[config.mk]
export PLATFORM = sky130hd
export DESIGN_NAME = hline_seq
export DESIGN_NICKNAME = d
export VERILOG_FILES = /design/src/rtl/hline_pkg.sv /design/src/rtl/hline_ctrl.sv /design/src/rtl/hline_dp.sv /design/src/rtl/hline_seq.sv
export SDC_FILE = /design/constraint.sdc
export NUM_CORES = 1
export LEC_CHECK = 0
export ABC_AREA = 1
export BUFFER_PORTS_ARGS = -buffer_cell sky130_fd_sc_hd__buf_2
export CAP_MARGIN = 25
export CORE_MARGIN = 2
export CORE_UTILIZATION = 62
export CTS_CLUSTER_SIZE = 24
export DETAILED_ROUTE_END_ITERATION = 16
export PLACE_DENSITY = 0.84
export REMOVE_ABC_BUFFERS = 1
export SLEW_MARGIN = 5
export SYNTH_ARGS = -nofsm -noshare
export SYNTH_HDL_FRONTEND = slang
export SYNTH_SLANG_ARGS = --single-unit
[constraint.sdc]
create_clock -name clk -period 6.8 [get_ports clk]
set_input_delay 2.04 -clock clk [delete_from_list [all_inputs] [get_ports clk]]
set_output_delay 2.04 -clock clk [all_outputs]
set_load 0.02 [all_outputs]
[src/rtl/hline_pkg.sv]
package hline_pkg;

  parameter int LEN_W = 9;

  typedef enum logic [2:0] {
    SEG_SYNC    = 3'd0,
    SEG_LBLANK  = 3'd1,
    SEG_LBORDER = 3'd2,
    SEG_ACTIVE  = 3'd3,
    SEG_RBORDER = 3'd4,
    SEG_RBLANK  = 3'd5
  } seg_e;

  // Strobes from control to datapath
  typedef struct packed {
    logic adv;     // a pixel is consumed this cycle
    logic actAdv;  // an active-display pixel is consumed
    logic wrap;    // last pixel of the line is consumed
  } strobe_t;

  function automatic logic [LEN_W-1:0] segLen(input logic [1:0] mode, input seg_e seg);
    logic [LEN_W-1:0] r;
    r = '0;
    case (mode)
      2'b00: case (seg)
        SEG_SYNC: r = 9'd26;  SEG_LBLANK: r = 9'd25;  SEG_LBORDER: r = 9'd14;
        SEG_ACTIVE: r = 9'd256; SEG_RBORDER: r = 9'd14; default: r = 9'd7;
      endcase
      2'b01: case (seg)
        SEG_SYNC: r = 9'd34;  SEG_LBLANK: r = 9'd30;  SEG_LBORDER: r = 9'd13;
        SEG_ACTIVE: r = 9'd320; SEG_RBORDER: r = 9'd14; default: r = 9'd9;
      endcase
      2'b10: case (seg)
        SEG_SYNC: r = 9'd32;  SEG_LBLANK: r = 9'd32;  SEG_LBORDER: r = 9'd13;
        SEG_ACTIVE: r = 9'd320; SEG_RBORDER: r = 9'd14; default: r = 9'd9;
      endcase
      default: case (seg)
        SEG_SYNC: r = 9'd26;  SEG_LBLANK: r = 9'd24;  SEG_LBORDER: r = 9'd14;
        SEG_ACTIVE: r = 9'd256; SEG_RBORDER: r = 9'd14; default: r = 9'd8;
      endcase
    endcase
    return r;
  endfunction

  function automatic logic [LEN_W-1:0] lineLen(input logic [1:0] mode);
    logic [LEN_W-1:0] s;
    s = '0;
    for (int k = 0; k < 6; k++) s = s + segLen(mode, seg_e'(k[2:0]));
    return s;
  endfunction

endpackage

[src/rtl/hline_ctrl.sv]
module hline_ctrl
  import hline_pkg::*;
(
  input  logic       clk,
  input  logic       rst,
  input  logic       pixEn,
  input  logic [1:0] mode,
  output logic [1:0] modeQ,
  output strobe_t    stb,
  output logic       hsyncN,
  output logic       blank,
  output logic       border,
  output logic       active,
  output logic       lineEnd
);

  seg_e             seg;
  logic [LEN_W-1:0] segCnt;
  logic [LEN_W-1:0] curLen;
  logic             lastPix;

  assign curLen  = segLen(modeQ, seg);
  assign lastPix = (segCnt >= curLen - 1'b1);

  always_ff @(posedge clk) begin
    if (rst) begin
      seg    <= SEG_SYNC;
      segCnt <= '0;
      modeQ  <= mode;
    end else if (pixEn) begin
      if (lastPix) begin
        segCnt <= '0;
        if (seg == SEG_RBLANK) begin
          seg   <= SEG_SYNC;
          modeQ <= mode;
        end else begin
          seg <= seg_e'(seg + 3'd1);
        end
      end else begin
        segCnt <= segCnt + 1'b1;
      end
    end
  end

  assign lineEnd    = pixEn && (seg == SEG_RBLANK) && lastPix;
  assign stb.adv    = pixEn;
  assign stb.actAdv = pixEn && (seg == SEG_ACTIVE);
  assign stb.wrap   = lineEnd;

  always_comb begin
    hsyncN = (seg != SEG_SYNC);
    blank  = (seg == SEG_SYNC) || (seg == SEG_LBLANK) || (seg == SEG_RBLANK);
    border = (seg == SEG_LBORDER) || (seg == SEG_RBORDER);
    active = (seg == SEG_ACTIVE);
  end


  sync_in_blank_chk: assert property (@(posedge clk) disable iff (rst) !hsyncN |-> blank);


  one_flag_chk: assert property (@(posedge clk) disable iff (rst) $countones({blank, border, active}) == 1);


  wrap_to_sync_chk: assert property (@(posedge clk) disable iff (rst)
    lineEnd |=> (seg == SEG_SYNC) && (segCnt == '0));


  stall_hold_chk: assert property (@(posedge clk) disable iff (rst)
    !pixEn |=> $stable(seg) && $stable(segCnt));


  mode_hold_chk: assert property (@(posedge clk) disable iff (rst) !lineEnd |=> $stable(modeQ));

endmodule

[src/rtl/hline_dp.sv]
module hline_dp
  import hline_pkg::*;
#(
  parameter int POS_W = 9
) (
  input  logic             clk,
  input  logic             rst,
  input  strobe_t          stb,
  input  logic [1:0]       modeQ,
  output logic [POS_W-1:0] xPos
);

  localparam int ACT_MAX = 320;

  logic [LEN_W-1:0] lineCnt;
  logic [LEN_W-1:0] curLine;

  assign curLine = lineLen(modeQ);

  always_ff @(posedge clk) begin
    if (rst) begin
      xPos    <= '0;
      lineCnt <= '0;
    end else begin
      if (stb.wrap) begin
        xPos    <= '0;
        lineCnt <= '0;
      end else begin
        if (stb.actAdv) xPos <= xPos + 1'b1;
        if (stb.adv) lineCnt <= lineCnt + 1'b1;
      end
    end
  end


  line_len_chk: assert property (@(posedge clk) disable iff (rst)
    stb.wrap |-> (lineCnt == curLine - 1'b1));


  act_range_chk: assert property (@(posedge clk) disable iff (rst)
    stb.actAdv |-> (int'(xPos) < ACT_MAX));

endmodule

[src/rtl/hline_seq.sv]
module hline_seq
  import hline_pkg::*;
#(
  parameter int POS_W = 9
) (
  input  logic             clk,
  input  logic             rst,
  input  logic             pixEn,
  input  logic [1:0]       mode,
  output logic             hsyncN,
  output logic             blank,
  output logic             border,
  output logic             active,
  output logic [POS_W-1:0] xPos,
  output logic             lineEnd
);

  strobe_t    stb;
  logic [1:0] modeQ;

  hline_ctrl u_ctrl (
    .clk(clk), .rst(rst), .pixEn(pixEn), .mode(mode), .modeQ(modeQ), .stb(stb),
    .hsyncN(hsyncN), .blank(blank), .border(border), .active(active), .lineEnd(lineEnd)
  );

  hline_dp #(.POS_W(POS_W)) u_dp (
    .clk(clk), .rst(rst), .stb(stb), .modeQ(modeQ), .xPos(xPos)
  );

endmodule

[After elaboration in Yosys (flattened, before gate mapping)]
Index checks and enable logic that the tools add are counted.
Storage, ports and cells
  flip-flop bits (word level): 23
  input bits: 5
  output and inout port bits: 14
  word-level logic and storage cells: 44
Operators by class
  $add $sub $neg: 4
  order comparisons: 1
  eq/ne operators: 7
  mux-type cells: 11
  reduce and logical (&&, ||, !) cells: 17
Operator list (count)
  $pmux 9 s4: 3
  $pmux 9 s5: 1
  $pmux 9 s3: 1
  $add 9x1->9 const B: 2
  $ge 9x9->1: 1
  $mux 9: 1
  $sub 9x1->9 const B: 1
  $mux 2: 4
  $eq 3x2->1 const B: 2
  $eq 3x3->1 const B: 2
  $reduce_bool 2->1: 3
  $reduce_or 2->1: 3
  $add 3x1->3 const B: 1
  $eq 3x1->1 const B: 1
  $logic_and 1x1->1: 3
  $logic_not 3->1: 1
  $logic_or 1x1->1: 3
  $mux 3: 1
  $reduce_and 3->1: 1
  $reduce_bool 3->1: 1
  $eq 2x1->1 const B: 1
  $eq 2x2->1 const B: 1
  $logic_not 2->1: 1
  $reduce_and 2->1: 1

[Longest topological paths before layout]
  word-level depth: 9
  depth in mapped cells: 23
  depth with buffers taken out: 22

[Modules after synthesis]
Synthesis repeated with hierarchy kept, for this count alone.
Unflattened totals
  cell total of the unflattened synthesis: 264
  area total of the unflattened synthesis: 1729.2 µm²
Modules (own cells, without submodules)
  hline_ctrl: times used 1, cells each 205, area each 1310.0 µm², sequential area each 300.3 µm²
  hline_dp: times used 1, cells each 59, area each 419.2 µm², sequential area each 180.2 µm²

[Worst setup path before layout]
No wires, ideal clock.
  kind: register -> output
  from: register u_ctrl.seg[1]
  to: output port lineEnd
  arrival time: 2.895 ns
  required time: 4.760 ns
  path slack: 1.865 ns
  stages on the path, launching flop included: 22
  buffers on the path: 1
  path through: dfxtp_1 -> buf_2 -> nand2_1 -> inv_1 -> ha_1 -> inv_1 -> nand4_1 -> nand3_2 -> inv_1 -> ha_1 -> inv_1 -> nor2_4 -> nand3_1 -> nand2_1 -> nand2_1 -> ha_1 -> nand2_1 -> nor2_1 -> nand3b_1 -> nand4_1 -> nand3_1 -> inv_1
On the way
  elaborated cells on any way between the ends: 17
  those cells by class: add/sub (1); order compare (1); eq/ne (5); mux (5); reduce/logical (5)
RTL lines
  start, declared: line hline_ctrl.sv:17  | seg_e seg;
  start signal, assigned: line hline_ctrl.sv:37  | seg <= seg_e'(seg + 3'd1);
  $eq 3x2->1 (*)
  net active: line hline_seq.sv:13  | output logic active,
  $pmux 9 s5, or another cell as far along: line hline_pkg.sv:29  | 2'b01: case (seg)
  $pmux 9 s3 (*): line hline_pkg.sv:24  | case (mode)
  $sub 9x1->9 (*): line hline_ctrl.sv:23  | assign lastPix = (segCnt >= curLen - 1'b1);
  $ge 9x9->1 (*): line hline_ctrl.sv:23
  $logic_and 1x1->1 (*): line hline_ctrl.sv:45  | assign lineEnd = pixEn && (seg == SEG_RBLANK) && lastPix;
  end, declared: line hline_seq.sv:15  | output logic lineEnd
The timed path passes the listed nets; every way through them passes the cells marked *.

[Final worst setup path]
  from: register u_ctrl.seg[1]
  to: output port lineEnd
On the way
  longest elaborated chain between the ends: 7
  elaborated cells on any way between the ends: 17
  those cells by class: add/sub (1); order compare (1); eq/ne (5); mux (5); reduce/logical (5)
RTL lines (line)
  $eq 3x1->1, or another cell as far along
  $reduce_or 2->1 (no source line)
  $pmux 9 s4, on equally long branches: hline_pkg.sv:33, hline_pkg.sv:25, hline_pkg.sv:37
  $pmux 9 s3: hline_pkg.sv:24
  $sub 9x1->9: hline_ctrl.sv:23
  $ge 9x9->1: hline_ctrl.sv:23
  $logic_and 1x1->1 (*): hline_ctrl.sv:45
Mark *: on every way between the ends. The rest lies on a longest branch, timed or not.

==> results.sh <==
export IMPL_grt_usage_pct=21.9
export IMPL_grt_use_met3_pct=2.56
export IMPL_use_met2_pct=34.5
export IMPL_globalRoute_busiestLayer="met2"
export IMPL_grt_setup_unrepaired="false"
export IMPL_netlist_area_sq_mm=0.00167
export IMPL_synth_yosys_warnings=0
export IMPL_synth_cell_type_count=28
export IMPL_cts_tree="done"
export IMPL_p_sw_share_pct=31.7
export IMPL_antenna_found_initial=0
export IMPL_start_util_pct=66.4
export IMPL_internal_power_uw=187
export IMPL_gp_congestion=0.869
export IMPL_synth_seq_area_share_pct=28.7
export IMPL_die_x_microns=56.0
export IMPL_dp_final_hpwl_mm=2.55
export IMPL_vias=1530
export IMPL_max_freq_ghz=0.180
export IMPL_io_buffer_count=18
export IMPL_drt_pass1_iter_count=4
export IMPL_grt_max_degree=13
export IMPL_hp_class="register to register"
export IMPL_viasPerCell=5.17
export IMPL_power_frac_comb_pct=25.2
export IMPL_holdBufCountCts=0
export IMPL_clock_path_buffers=2
export IMPL_synth_area_leaders="dfxtp_1, nand2_1, ha_1, nor2_1, inv_1"
export IMPL_cp_end_kind="output pin"
export IMPL_yosys_register_bits=23
export IMPL_fin_area_sq_mm=0.00182
export IMPL_final_fill_count=216
export IMPL_syn_instance_count=246
export IMPL_p_leak_nw=0.925
export IMPL_grt_pass1_wl_mm=5.67
export IMPL_drive_above_1_share_pct=16.5
export IMPL_antenna_cells=0
export IMPL_synth_top_cell_by_area="dfxtp_1"
export IMPL_nNetsFinal=285
export IMPL_seqPwrFrac_pct=52.3
export IMPL_p_switching_uw=87.0
export IMPL_peakVddDrop_mv=0.197
export IMPL_reg2regPathDepth=20
export IMPL_cts_resized_gates=0
export IMPL_drt_wirelength_per_cell_microns=11.0
export IMPL_globalRouteOverflowTotal=0
export IMPL_path_class="register to output pin"
export IMPL_status="finished, final reports clean"
export IMPL_cts_root_buf="clkbuf_4"
export IMPL_dieArea_sq_mm=0.00313
export IMPL_ant_nets=0
export IMPL_worst_pin_slew_ns=0.366
export IMPL_dpl_cell_area_sq_mm=0.00179
export IMPL_finalSetupViolations=0
export IMPL_cts_buffers=3
export IMPL_clkPwrFrac_pct=22.6
export IMPL_seqCellArea_sq_um=480
export IMPL_min_path_cells=2
export IMPL_drt_iter0_markers=65
export IMPL_use_met1_pct=31.0
export IMPL_crit_required_ns=4.76
export IMPL_slew_viol_final=0
export IMPL_drt_wl_total_mm=3.24
export IMPL_remaining_drc_errors=0
export IMPL_period_minus_slack_ns=5.56
export IMPL_fin_tns_setup_ns=0
export IMPL_synth_top_area_share_pct=25.1
export IMPL_pin_count=19
export IMPL_clock_sinks=23
export IMPL_hold_violations=0
export IMPL_multi_input_area_sq_mm=0.00106
export IMPL_die_y_microns=56.0
export IMPL_syn_area_per_cell_sq_um=6.81
export IMPL_h_tree_depth=1
export IMPL_clkLatencyLatePin_ns=0.31
export IMPL_post_cts_setup_buffers=0
export IMPL_grt_pass1_vias=1380
export IMPL_finalCritPeriodShare_pct=81.8
export IMPL_placementRows=18
export IMPL_path_clk_slew_ns=0.12
export IMPL_pwr_density_cell_mw_per_mm2=151
export IMPL_start_kind="register"
export IMPL_cap_violations=0
export IMPL_core_sq_mm=0.00252
export IMPL_fin_skew_ns=0.00141
export IMPL_cp_max_fo=11
export IMPL_relSlewSlack_pct=75.4
export IMPL_arrival_ns=3.52
export IMPL_syn_to_final_growth_pct=8.45
==> routing by layer <==
metal | wire [microns] | part of all wire, %
met5 | 0 | 0
met4 | 37 | 1.1
met3 | 103 | 3.2
met2 | 1470 | 45
met1 | 1630 | 50
==> critical path, cell delays in order (launching register included) <==
cell and delay (ns):
dfxtp_1 0.53, nand2_1 0.10, inv_1 0.06, ha_1 0.27, inv_1 0.10, nand4_1 0.19
nand3_2 0.14, inv_1 0.07, ha_1 0.13, inv_1 0.07, nor2_4 0.15, nand3_1 0.08
nand2_1 0.06, nand2_1 0.05, ha_1 0.33, nand2_1 0.10, inv_1 0.04, a21oi_1 0.14
nand4_1 0.21, nand3_1 0.17, inv_1 0.05, buf_2 0.15
==> flip-flops by register name, summed over array words and instances, names as in the netlist <==
name	cells
u_dp.xPos	9
u_ctrl.seg	3
u_ctrl.modeQ	2
u_ctrl.segCnt	9
==> final cells by class <==
class	instances	area share [%]
multi-input combinational	190	58.6
sequential	23	26.5
inverter	31	6.41
timing repair buffer	18	4.96
tap	30	2.07
clock buffer	4	1.45
==> cells in the mapped netlist <==
master and count:
xor2_1 10, nor3_2 1, o21a_1 1, nor2_1 39
nor2_2 3, nor2_4 2, nand2_1 65, edfxtp_1 2
nand3b_1 2, or2_2 2, xnor2_1 5, nor3_1 2
a21oi_1 9, mux2i_1 1, dfxtp_1 21, nand3_1 16
buf_2 1, nand3_4 1, inv_2 5, o21ai_4 1
ha_1 13, nand2_4 1, nand4_1 6, o21ai_0 3
inv_1 26, nand2_2 5, buf_4 1, nand3_2 2
==> power groups by stage <==
stage	logic [mW]	registers, mW	clock network, mW
2_1_floorplan	0.0544	0.145	0
3_3_place_gp	0.0681	0.146	0
3_5_place_dp	0.0689	0.146	0
4_1_cts	0.0692	0.143	0.0622
5_1_grt	0.0796	0.144	0.0688
6_report	0.0691	0.143	0.0618
==> cells in the final DEF, fill, tap and decap left out, drive strengths merged, types with 2 or more instances in the layout <==
cell / instances
nand2: 71
nor2: 44
inv: 31
dfxtp: 21
nand3: 19
buf: 18
ha: 13
xor2: 10
a21oi: 9
nand4: 6
xnor2: 5
o21ai: 4
clkbuf: 4
nor3: 3
nand3b: 2
or2: 2
edfxtp: 2
==> worst paths after layout <==
| path | from | to | slack (ns) |
|---|---|---|---|
| setup / recovery | u_ctrl.seg[1]$_SDFFE_PP0P_ | lineEnd | 1.24 |
| hold / removal | u_ctrl.segCnt[0]$_SDFFE_PP0P_ | u_ctrl.segCnt[0]$_SDFFE_PP0P_ | 0.50 |
| setup reg to reg | u_ctrl.seg[1]$_SDFFE_PP0P_ | u_ctrl.modeQ[1]$_DFFE_PP_ | 3.30 |
| hold reg to reg | u_ctrl.segCnt[0]$_SDFFE_PP0P_ | u_ctrl.segCnt[0]$_SDFFE_PP0P_ | 0.50 |
==> kinds of logic (layout without fill, tap and decap cells) <==
family	after synthesis	in the layout	synth area share, %
buffers and inverters	33	53	7.70
flip-flops	23	23	28.7
adder cells (fa/ha/maj)	13	13	9.72
XOR/XNOR	15	15	7.85
AND/OR/NAND/NOR	147	147	40.4
multiplexers	1	1	0.598
AO/OA/AOI/OAI	14	14	5.01
==> stage by stage <==
stage / hold slack (ns) / instances / utilization, % / setup WS [ns] / power, mW
floorplan: 0.456 / 244 / - / 1.86 / 0.200
global placement: 0.473 / 292 / 70.9 / 1.78 / 0.214
detailed placement: 0.484 / 292 / 70.9 / 1.61 / 0.215
CTS: 0.503 / 296 / 72.0 / 1.25 / 0.275
global route: 0.544 / 296 / 72.0 / 0.901 / 0.292
finish: 0.502 / 296 / 72.0 / 1.24 / 0.274
Power figures use the tool's default switching activity.
